File: config.mk
export PLATFORM = sky130hd
export DESIGN_NAME = iq_stage_tracker
export DESIGN_NICKNAME = d
export VERILOG_FILES = /design/src/rtl/iq_pkg.sv /design/src/rtl/iq_alloc.sv /design/src/rtl/iq_entry.sv /design/src/rtl/iq_stage_tracker.sv
export SDC_FILE = /design/constraint.sdc
export NUM_CORES = 1
export LEC_CHECK = 0
export ABC_CLOCK_PERIOD_IN_PS = 6300
export BUFFER_PORTS_ARGS = -buffer_cell sky130_fd_sc_hd__buf_2
export CAP_MARGIN = 20
export CORE_MARGIN = 2
export CORE_UTILIZATION = 25
export DETAILED_ROUTE_END_ITERATION = 10
export GPL_ROUTABILITY_DRIVEN = 1
export SLEW_MARGIN = 10
export SYNTH_ARGS = -nofsm -noshare
export SYNTH_HDL_FRONTEND = slang
export SYNTH_SLANG_ARGS = --single-unit
File: constraint.sdc
create_clock -name clk -period 6.3 [get_ports clk]
set_input_delay 0.315 -clock clk [delete_from_list [all_inputs] [get_ports clk]]
set_output_delay 0.315 -clock clk [all_outputs]
set_load 0.03 [all_outputs]
File: src/rtl/iq_pkg.sv
package iq_pkg;
  typedef enum logic [2:0] {
    SLOT_FREE  = 3'd0,
    SLOT_WAIT  = 3'd1,
    SLOT_PEND  = 3'd2,
    SLOT_READY = 3'd3,
    SLOT_BUSY  = 3'd4
  } slot_stage_e;

  function automatic slot_stage_e entry_class(input logic lat_known,
                                              input logic opnd_avail,
                                              input logic mem_ok);
    if (!opnd_avail && !lat_known) return SLOT_WAIT;
    else if (opnd_avail && mem_ok) return SLOT_READY;
    else                           return SLOT_PEND;
  endfunction
endpackage

File: src/rtl/iq_alloc.sv
module iq_alloc #(
  parameter int N_SLOTS = 8,
  parameter int LANES   = 2,
  localparam int IDXW   = $clog2(N_SLOTS)
) (
  input  logic [N_SLOTS-1:0]       free_vec,
  output logic [LANES-1:0]         lane_ok,
  output logic [LANES*IDXW-1:0]    lane_slot,
  output logic [LANES*N_SLOTS-1:0] lane_onehot
);
  always_comb begin
    int seen;
    seen        = 0;
    lane_slot   = '0;
    lane_onehot = '0;
    for (int i = 0; i < N_SLOTS; i++) begin
      if (free_vec[i]) begin
        for (int k = 0; k < LANES; k++) begin
          if (seen == k) begin
            lane_slot[k*IDXW +: IDXW]      = IDXW'(i);
            lane_onehot[k*N_SLOTS + i]     = 1'b1;
          end
        end
        seen = seen + 1;
      end
    end
    for (int k = 0; k < LANES; k++) lane_ok[k] = (seen > k);
  end
endmodule

File: src/rtl/iq_entry.sv
module iq_entry
  import iq_pkg::*;
(
  input  logic        clk,
  input  logic        rst_n,
  input  logic        alloc,
  input  slot_stage_e alloc_stage,
  input  logic        lat_known,
  input  logic        opnd_avail,
  input  logic        mem_ok,
  input  logic        grant,
  input  logic        wb_done,
  output slot_stage_e stage,
  output logic        to_pend,
  output logic        to_ready,
  output logic        retire
);
  slot_stage_e nxt;
  logic        issuable;

  always_comb begin
    issuable = opnd_avail && mem_ok;
    to_pend  = (stage == SLOT_WAIT) && (lat_known || opnd_avail);
    to_ready = (to_pend && issuable) || ((stage == SLOT_PEND) && issuable);
    retire   = (stage == SLOT_BUSY) && wb_done;
    nxt      = stage;
    unique case (stage)
      SLOT_WAIT:  if (to_ready) nxt = SLOT_READY;
                  else if (to_pend) nxt = SLOT_PEND;
      SLOT_PEND:  if (to_ready) nxt = SLOT_READY;
      SLOT_READY: if (grant) nxt = SLOT_BUSY;
      SLOT_BUSY:  if (wb_done) nxt = SLOT_FREE;
      default:    nxt = stage;
    endcase
  end

  always_ff @(posedge clk) begin
    if (!rst_n)     stage <= SLOT_FREE;
    else if (alloc) stage <= alloc_stage;
    else            stage <= nxt;
  end
endmodule

File: src/rtl/iq_stage_tracker.sv
module iq_stage_tracker
  import iq_pkg::*;
#(
  parameter int N_SLOTS = 8,
  parameter int LANES   = 2,
  localparam int IDXW   = $clog2(N_SLOTS),
  localparam int CNTW   = $clog2(LANES + 1)
) (
  input  logic                    clk,
  input  logic                    rst_n,
  input  logic [LANES-1:0]        disp_valid,
  output logic [LANES-1:0]        disp_ready,
  input  logic [LANES-1:0]        disp_lat_known,
  input  logic [LANES-1:0]        disp_opnd_avail,
  input  logic [LANES-1:0]        disp_mem_ok,
  output logic [LANES*IDXW-1:0]   disp_slot,
  output logic [CNTW-1:0]         disp_to_pend_cnt,
  input  logic [N_SLOTS-1:0]      ent_lat_known,
  input  logic [N_SLOTS-1:0]      ent_opnd_avail,
  input  logic [N_SLOTS-1:0]      ent_mem_ok,
  input  logic [N_SLOTS-1:0]      issue_grant,
  input  logic [N_SLOTS-1:0]      wb_done,
  output logic [N_SLOTS-1:0]      occ_wait,
  output logic [N_SLOTS-1:0]      occ_pend,
  output logic [N_SLOTS-1:0]      occ_ready,
  output logic [N_SLOTS-1:0]      occ_issued,
  output logic [N_SLOTS-1:0]      prom_pend,
  output logic [N_SLOTS-1:0]      prom_ready,
  output logic [N_SLOTS-1:0]      retired
);
  slot_stage_e               stg       [N_SLOTS];
  slot_stage_e               alloc_stg [N_SLOTS];
  logic [N_SLOTS-1:0]        slot_alloc;
  logic [N_SLOTS-1:0]        free_vec;
  logic [LANES*N_SLOTS-1:0]  lane_onehot;
  logic [LANES-1:0]          fire;
  slot_stage_e               lane_cls  [LANES];

  iq_alloc #(.N_SLOTS(N_SLOTS), .LANES(LANES)) u_alloc (
    .free_vec    (free_vec),
    .lane_ok     (disp_ready),
    .lane_slot   (disp_slot),
    .lane_onehot (lane_onehot)
  );

  for (genvar k = 0; k < LANES; k++) begin : g_lane
    assign fire[k]     = disp_valid[k] && disp_ready[k];
    assign lane_cls[k] = entry_class(disp_lat_known[k], disp_opnd_avail[k], disp_mem_ok[k]);
  end

  always_comb begin
    disp_to_pend_cnt = '0;
    for (int k = 0; k < LANES; k++)
      if (fire[k] && lane_cls[k] == SLOT_PEND)
        disp_to_pend_cnt = disp_to_pend_cnt + CNTW'(1);
  end

  always_comb begin
    for (int i = 0; i < N_SLOTS; i++) begin
      slot_alloc[i] = 1'b0;
      alloc_stg[i]  = SLOT_FREE;
      for (int k = 0; k < LANES; k++) begin
        if (fire[k] && lane_onehot[k*N_SLOTS + i]) begin
          slot_alloc[i] = 1'b1;
          alloc_stg[i]  = lane_cls[k];
        end
      end
    end
  end

  for (genvar i = 0; i < N_SLOTS; i++) begin : g_slot
    iq_entry u_ent (
      .clk         (clk),
      .rst_n       (rst_n),
      .alloc       (slot_alloc[i]),
      .alloc_stage (alloc_stg[i]),
      .lat_known   (ent_lat_known[i]),
      .opnd_avail  (ent_opnd_avail[i]),
      .mem_ok      (ent_mem_ok[i]),
      .grant       (issue_grant[i]),
      .wb_done     (wb_done[i]),
      .stage       (stg[i]),
      .to_pend     (prom_pend[i]),
      .to_ready    (prom_ready[i]),
      .retire      (retired[i])
    );
    assign free_vec[i]   = (stg[i] == SLOT_FREE);
    assign occ_wait[i]   = (stg[i] == SLOT_WAIT);
    assign occ_pend[i]   = (stg[i] == SLOT_PEND);
    assign occ_ready[i]  = (stg[i] == SLOT_READY);
    assign occ_issued[i] = (stg[i] == SLOT_BUSY);
  end
endmodule

==> results.md, run 1 <==
- Outcome: finished clean
- Initial Utilization: 0.256
- Max reg flops: 24
- Worst-Skew Late Latency: 260 ps
- IO Pins: 116
- Seq cells post-synth: 24
- Die W: 120 um
- DR WL/cell: 14.2 um
- Fin crit period: 6050 ps
- Cells after synthesis: 493
- Delay of the slowest critical-path stage: 440 ps
- Synth area leaders: dfxtp_1 14%, ha_1 6.7%, nor2_1 6.5%
- Relative slew slack: 0.388
- Gr ovfl total: 0
- Buf/Inv on CP: 2
- Cts hold-fix bufs: 0
- Top cell by count, worst path: ha_4
- Crit end category: output pin
- Initial antenna violation count: 0
- Hold WC Path Type: input port to register
- GP Congestion: 0.871
- EDFF count, synth: 0
- # setup viols final: 0
- Biggest regs: g_slot.u_ent.stage (24)
- Syn_area_per_cell: 6.84 sq um
- Final net count: 659
- Register area share after synthesis: 0.142
- Die Y: 120 um
- Worst-path clk slew: 60 ps
- Crit Path Max Fanout: 4
- Post-synth top area share: 0.142
- Ys async rst share: 0
- Synth Flop Type: dfxtp_1
- Total Routed Length: 10,900 um
- Ant diodes: 0
- Total CTS buffers: 3
- Syn Nets: 561
- Initial DRC Count: 194
- Final hold vios: 0
- Yosys Warn Count: 0
- FMAX: 0.165 GHz
- Die area: 14,400 sq um
- Clock sink count: 24
- Synthesized cell area: 3370 sq um
- Via/cell ratio: 4.97
- RSZ-0062 raised after global routing: no
- Drt drc: 0
- CTS tree: built
- Final hold slack: 366 ps
- GRT Util Overall: 0.143
- Biggest register: g_slot.u_ent.stage
- Slowest CP cell: or4_4
- Worst-margin pin slew: 915 ps
- Post-DP HPWL: 8460 um
- Netlist cell types: 68
- CP delay by family, top: simple AND/OR/NAND/NOR gates
- Type of origin of the critical path: register
- # port buffers: 115
- Final ANT Viol Nets: 0
- Crit path required time: 5980 ps
- Largest net degree at the start of global routing: 16
- Fin crit share: 0.960
- Pins Over Slew Limit: 0
- Via count: 3,804
- Area grow syn2layout: 29.0%
- H-Tree Depth: 1
- Most common cell in the netlist: nor2_1
- Synth top cells by count: 58 x nor2_1, 52 x nand2_1, 34 x a21oi_1, 34 x inv_1
- CP arrival: 5730 ps
- Crit Path Category: register to output pin
- First drt pass iteration count: 4
- First-pass GRT wire length: 17,000 um
- CTS max path bufs: 2
- Vias in the first global route: 3,507
- # rows: 42
- Skew final: 3.40 ps
- Share of layout cells above drive strength 1: 0.308
- Area leader, netlist: dfxtp_1
- Root Driver: clkbuf_16
- Max-cap violations: 0
- Core area: 13,200 sq um
-- what timing repair did --
action                                  CTS  global route
buffers inserted                          1             3
endpoints found under the setup margin   12            17
hold endpoints to repair                  0             0
pin swaps                                 0             7
gates resized for setup                   9            23
-- per-stage QoR --
stage	area, sq um	setup TNS [ps]	instances	util	setup slack (ps)
after global placement	4040	0	758	0.306	101
after CTS	4190	0	763	0.318	37.8
final	4350	0	766	0.330	251
after detailed placement	4040	-221	758	0.306	-75.0
after global routing	4350	0	766	0.330	9.33
after floorplan	3370	0	493	-	69.8
-- cell usage in the layout (no fill, tap or decap), drive strengths merged, types with 7 or more instances in the layout --
cell	Yosys	layout
nand3	8	8
nor3	17	17
nor2	58	58
xnor2	15	15
nor2b	7	7
dfxtp	24	24
nand2	52	52
nor3b	11	11
and3	10	10
inv	36	35
ha	18	18
and2	13	13
buf	31	138
a31oi	10	10
or3	8	8
mux2i	7	7
a21oi	34	34
o21ai	26	26
-- final cells by class --
cell class | count | area, sq um
fill | 1449 | 8840
multi-input combinational | 388 | 2670
timing repair buffer | 138 | 754
sequential | 24 | 480
tap | 176 | 220
inverter | 36 | 139
clock buffer | 4 | 88.8
-- logic make-up after synthesis --
logic type / after synthesis / synth area share
XOR/XNOR: 21 / 0.0653
AO/OA/AOI/OAI: 128 / 0.253
AND/OR/NAND/NOR: 213 / 0.326
adder cells (fa/ha/maj): 18 / 0.0668
flip-flops: 24 / 0.142
multiplexers: 8 / 0.0241
buffers and inverters: 81 / 0.122
-- path summary, 6_finish.rpt --
check                                         startpoint                       end  slack [ps]  depth (start not counted)
worst max-delay path            g_slot[1].u_ent.stage[1]       disp_to_pend_cnt[0]         250                         26
worst min-delay path                      issue_grant[7]  g_slot[7].u_ent.stage[2]         370                          3
worst max register to register  g_slot[1].u_ent.stage[1]  g_slot[3].u_ent.stage[0]         320                         28
worst min register to register  g_slot[0].u_ent.stage[0]  g_slot[0].u_ent.stage[0]         540                          2
-- per-layer routing --
metal  vias up  track usage  wire [um]
li1       1927            -          -
met1      1749        0.201       5050
met2       124        0.236       4890
met3         4       0.0276        883
met4         0       0.0132         38
met5         -            0          0
-- worst register-to-register path, delay by kind of cell, from the launching register on --
| kind | cells | cell delay (ps) |
|---|---|---|
| adder cells (fa/ha/maj) | 5 | 1160 |
| XOR/XNOR | 3 | 610 |
| AO/OA/AOI/OAI | 8 | 1280 |
| flip-flops | 1 | 310 |
| AND/OR/NAND/NOR | 8 | 1860 |
| multiplexers | 1 | 310 |
| buffers and inverters | 3 | 400 |
Power of run 1 is left out: the tool's default activity adds up to more than one toggle a clock period on the data nets, which glitch-free logic cannot reach.
==> inputs of run 2 (changes only) <==
ABC_AREA = 1   (was default)
CORE_UTILIZATION = 49   (was 25)
PLACE_DENSITY = 0.79   (was default)
==> run 2 against run 1 <==
First-iteration DRC count grew 22%. Highest routed layer unchanged. Hold slack better by 82 ps. Critical path type unchanged. Non-clock buffer count is 23 lower. Critical path depth rose by 3. Clock-buffer cell count fell by 1. Maximum frequency is 10% higher. Clock skew grew 6.6 ps. Routed wire length down 5.9%. Die area fell by 38%. Core utilization rose by 25 points. Global-route usage is 8.2 points higher. Critical endpoint unchanged. Design area increased by 4.5%.
==> results.md, run 2 <==
- Syn_area_per_cell: 6.04 sq um
- Ys async rst share: 0
- Largest net degree at the start of global routing: 23
- Crit Path Category: register to output pin
- Via/cell ratio: 5.10
- Worst-Skew Late Latency: 280 ps
- Final net count: 823
- Most common cell after layout, fill and taps aside: nand2_1
- EDFF count, synth: 0
- CP arrival: 5170 ps
- Synth area leaders: nand2_1 12%, dfxtp_1 12%, inv_1 11%
- Cts hold-fix bufs: 0
- Delay of the slowest critical-path stage: 400 ps
- Fin crit period: 5480 ps
- Biggest register: g_slot.u_ent.stage
- Setup WS post-layout: 819 ps
- Fin crit share: 0.870
- Max reg flops: 24
- Synth Flop Type: dfxtp_1
- Synthesized cell area: 4000 sq um
- Biggest regs: g_slot.u_ent.stage (24)
- Initial DRC Count: 237
- Relative slew slack: 0.359
- Clock sink count: 24
- Slowest CP cell: dfxtp_1
- IO Pins: 116
- Most common cell in the netlist: nand2_1
- Simple-gate share of the synthesized area: 0.532
- Post-synthesis adder-cell area fraction: 0.0563
- FMAX: 0.182 GHz
- Seq cells post-synth: 24
- CTS tree: built
- Post-DP HPWL: 8750 um
- # setup viols final: 0
- RSZ-0062 raised after global routing: no
- Worst-path clk slew: 100 ps
- Initial Utilization: 0.512
- Register area share after synthesis: 0.120
- GP Congestion: 0.880
- Total Routed Length: 10,200 um
- Fillers: 773
- Gr ovfl total: 0
- Area leader, netlist: nand2_1
- Pins Over Slew Limit: 0
- Post-synth top area share: 0.122
- Syn Nets: 730
- Die Y: 94.3 um
- Die W: 94.3 um
- Via count: 4,361
- Hold WC Path Type: input port to register
- GRT Util Overall: 0.225
- Largest family of logic cells by synthesized area: simple AND/OR/NAND/NOR gates
- Setup WS pre-CTS: 1180 ps
- Post-CTS Setup Repair Bufs: 0
- Crit path required time: 5980 ps
- First-pass GRT wire length: 16,800 um
- Most frequent cells in the layout: 130 x nand2_1, 122 x inv_1, 115 x buf_2, 69 x nor2_1, 50 x nand3_1
- Top cell by count, worst path: nand2_1
- Outcome: finished clean
- Setup TNS Final: 0 ps
- Crit end category: output pin
- H-Tree Depth: 1
- Cells after synthesis: 662
- Netlist cell types: 45
- CTS resizes: 0
- Multiplexer share of the synthesized area: 0
- Type of origin of the critical path: register
- Compound-Gate Fraction of Synth Area: 0.111
- Yosys Warn Count: 0
- Max-cap violations: 0
- First drt pass iteration count: 7
- Total CTS buffers: 3
- Drt drc: 0
- Xor and xnor area share after synthesis: 0
- Vias in the first global route: 3,940
- Final hold slack: 448 ps
- Die area: 8900 sq um
- Synth top cells by count: 130 x nand2_1, 122 x inv_1, 69 x nor2_1
- Ant diodes: 0
- Crit Path Max Fanout: 10
- Final hold vios: 0
- Area grow syn2layout: 13.7%
- CTS max path bufs: 2
- Final ANT Viol Nets: 0
- Core area: 7810 sq um
- Share of layout cells above drive strength 1: 0.303
- Register area: 480 sq um
- Area of the multi-input gates: 2800 sq um
- Skew final: 9.99 ps
- # port buffers: 115
- Worst-margin pin slew: 937 ps
- Final core occ: 0.583
- Root Driver: clkbuf_8
- Initial antenna violation count: 0
- # rows: 32
- DR WL/cell: 12.0 um
==> run 2: changes by cell type after synthesis, sizes merged, moves of 13 or more <==
cell,before,now
nand3,8,71
inv,36,138
nand2,52,170
nor2,58,86
xnor2,15,0
a21oi,34,21
==> run 2: cell families after synthesis <==
group,count (synthesis)
DFF,24
buffers and inverters,165
and+or+nand+nor,383
adders and majority gates,18
AOI/OAI and AO/OA,72
==> run 2: path summary, 6_finish.rpt <==
path	cells after the start	from	end	slack, ps
setup / recovery	29	g_slot[0].u_ent.stage[2]	disp_to_pend_cnt[0]	820
hold / removal	5	ent_mem_ok[4]	g_slot[4].u_ent.stage[0]	450
setup reg to reg	29	g_slot[0].u_ent.stage[2]	g_slot[2].u_ent.stage[0]	1400
hold reg to reg	2	g_slot[6].u_ent.stage[2]	g_slot[6].u_ent.stage[2]	520
==> run 2: cell type report <==
type / instances / area share
sequential: 24 / 0.106
inverter: 138 / 0.116
clock buffer: 3 / 0.00908
multi-input combinational: 473 / 0.615
tap: 102 / 0.0281
timing repair buffer: 115 / 0.127
==> run 2: worst max-delay path, delay by kind of cell, from the launching register on <==
family	cells	cell delay (ps)
adders and majority gates	7	1890
buffers and inverters	5	480
DFF	1	400
and+or+nand+nor	17	2120
==> run 2: stage by stage <==
stage / instance area (sq um) / std cells
2_1_floorplan: 4000 / 662
3_3_place_gp: 4510 / 852
3_5_place_dp: 4510 / 852
4_1_cts: 4550 / 855
5_1_grt: 4550 / 855
6_report: 4550 / 855
==> run 2: routing by layer <==
layer  vias to the layer above  track usage  wire (um)
met5                         -            0          0
met4                         0       0.0435        167
met3                        16       0.0295        600
met2                       149        0.423       5080
met1                      1932        0.274       4380
li1                       2264            -          -
Power of run 2 is left out for the same reason.
==> inputs of run 3 (changes only) <==
SYNTH_HIERARCHICAL = 1   (was default)
==> run 3 against run 2 <==
Synthesized area grew 4.6%. Design area increased by 9.3%. Clock-buffer cell count rose by 1. Setup slack worse by 420 ps. Non-clock buffer count is 4 higher. Maximum frequency decreased by 7.2%. Largest cell class unchanged. Highest routed layer is now met5.
==> results.md, run 3 <==
- Outcome: finished clean
- Die area: 9290 sq um
- GP Congestion: 0.920
- Core area: 8260 sq um
- Clock sink count: 24
- Fillers: 892
- Xor and xnor area share after synthesis: 0.00209
- Setup WS post-layout: 396 ps
- Most common cell after layout, fill and taps aside: nand2_1
- Initial DRC Count: 224
- Delay of the slowest critical-path stage: 410 ps
- Total Routed Length: 10,400 um
- Max-cap violations: 0
- Final hold slack: 523 ps
- Area leader, netlist: nand2_1
- Post-synthesis adder-cell area fraction: 0.0628
- Synth top cells by count: 210 x nand2_1, 83 x inv_1, 75 x nor2_1
- Register area share after synthesis: 0.115
- Slowest CP cell: dfxtp_1
- Die Y: 96.4 um
- Relative slew slack: 0.479
- Crit Path Category: register to output pin
- Most common cell in the netlist: nand2_1
- # setup viols final: 0
- Area grow syn2layout: 18.9%
- Worst-margin pin slew: 775 ps
- Post-synth top area share: 0.189
- Root Driver: clkbuf_8
- Biggest regs: g_slot.u_ent/stage (24)
- Skew final: 4.10 ps
- Multiplexer share of the synthesized area: 0
- Synthesized cell area: 4180 sq um
- Pins Over Slew Limit: 0
- Gr ovfl total: 0
- IO Pins: 116
- Yosys Warn Count: 6
- Share of layout cells above drive strength 1: 0.337
- Worst-Skew Late Latency: 280 ps
- Cells after synthesis: 751
- Simple-gate share of the synthesized area: 0.662
- Largest family of logic cells by synthesized area: simple AND/OR/NAND/NOR gates
- Cts hold-fix bufs: 0
- Final core occ: 0.602
- CTS tree: built
- Hold WC Path Type: input port to register
- # port buffers: 115
- Max reg flops: 24
- Via count: 4,827
- Crit Path Max Fanout: 9
- Initial antenna violation count: 1
- FMAX: 0.169 GHz
- Largest net degree at the start of global routing: 25
- # rows: 33
- First drt pass iteration count: 5
- Final net count: 947
- Post-DP HPWL: 8300 um
- Ant diodes: 0
- Top cell by count, worst path: nand2_1
- Final hold vios: 0
- EDFF count, synth: 0
- Syn_area_per_cell: 5.57 sq um
- Drt drc: 0
- Synth Flop Type: dfxtp_1
- Crit end category: output pin
- Vias in the first global route: 4,053
- Netlist cell types: 26
- Biggest register: g_slot.u_ent/stage
- Setup WS pre-CTS: 382 ps
- Ys async rst share: 0
- DR WL/cell: 10.6 um
- Most frequent cells in the layout: 210 x nand2_1, 115 x buf_2, 83 x inv_1, 75 x nor2_1, 72 x nand3_1
- H-Tree Depth: 1
- Final ANT Viol Nets: 0
- Fin crit period: 5900 ps
- Total CTS buffers: 3
- Worst-path clk slew: 100 ps
- CP arrival: 5590 ps
- Compound-Gate Fraction of Synth Area: 0.0308
- Via/cell ratio: 4.93
- GRT Util Overall: 0.220
- Crit path required time: 5980 ps
- First-pass GRT wire length: 17,000 um
- Seq cells post-synth: 24
- Synth area leaders: nand2_1 19%, dfxtp_1 11%, nand3_1 8.7%
- Initial Utilization: 0.506
- Die W: 96.4 um
- CTS max path bufs: 2
- Type of origin of the critical path: register
- Fin crit share: 0.937
-- run 3: cell count changes after synthesis, sizes merged, moves of 3 or more --
cell,previous run,this run
a21oi,21,9
a31oi,5,0
buf,25,7
ha,18,21
inv,138,123
nand2,170,259
nand3,71,104
nand4,10,19
nor2,86,120
nor3,29,33
nor4,3,0
o21ai,28,16
o22ai,7,0
-- run 3: worst paths after layout --
path         depth (start not counted)                      from  slack (ps)                       end
min                                  3                     rst_n         520  g_slot[4].u_ent/stage[2]
max                                 32  g_slot[0].u_ent/stage[2]         400       disp_to_pend_cnt[0]
min reg2reg                          4  g_slot[4].u_ent/stage[0]         690  g_slot[4].u_ent/stage[0]
max reg2reg                         38  g_slot[0].u_ent/stage[2]         520  g_slot[5].u_ent/stage[1]
-- run 3: layout make-up --
class	count	area, sq um	area share
multi-input cells	605	3240	0.651
flip-flops and latches	24	480	0.0967
well taps	105	131	0.0264
repair buffers	119	606	0.122
clock buffers	4	55.1	0.0111
inverters	123	462	0.0929
-- run 3: repair_timing --
action                     4_1_cts  5_1_grt
resized for setup                0        7
setup endpoints to repair        0       25
setup buffers                    0        1
-- run 3: per-stage QoR --
step	std cells	setup TNS (ps)	instance area [sq um]
finish	980	0	4970
CTS	978	0	4930
detailed placement	974	0	4870
floorplan	758	0	4210
global placement	974	0	4870
global route	980	-2.03	4970
-- run 3: logic make-up after synthesis --
logic type	Yosys count
XOR/XNOR	1
AO/OA/AOI/OAI	25
AND/OR/NAND/NOR	548
buffers and inverters	130
other	2
adder cells (fa/ha/maj)	21
flip-flops	24
-- run 3: critical path: cells and delay by family (launching register included) --
family	cells	cell delay (ps)
adder cells (fa/ha/maj)	7	2040
AND/OR/NAND/NOR	17	2170
flip-flops	1	410
buffers and inverters	8	670
-- run 3: layer usage --
metal,routed length [um],up-vias,GRT usage
li1,-,2599,-
met5,13,-,0
met3,643,8,0.0396
met2,4920,130,0.384
met4,56,2,0.0305
met1,4710,2088,0.290
Power of run 3 is left out for the same reason.
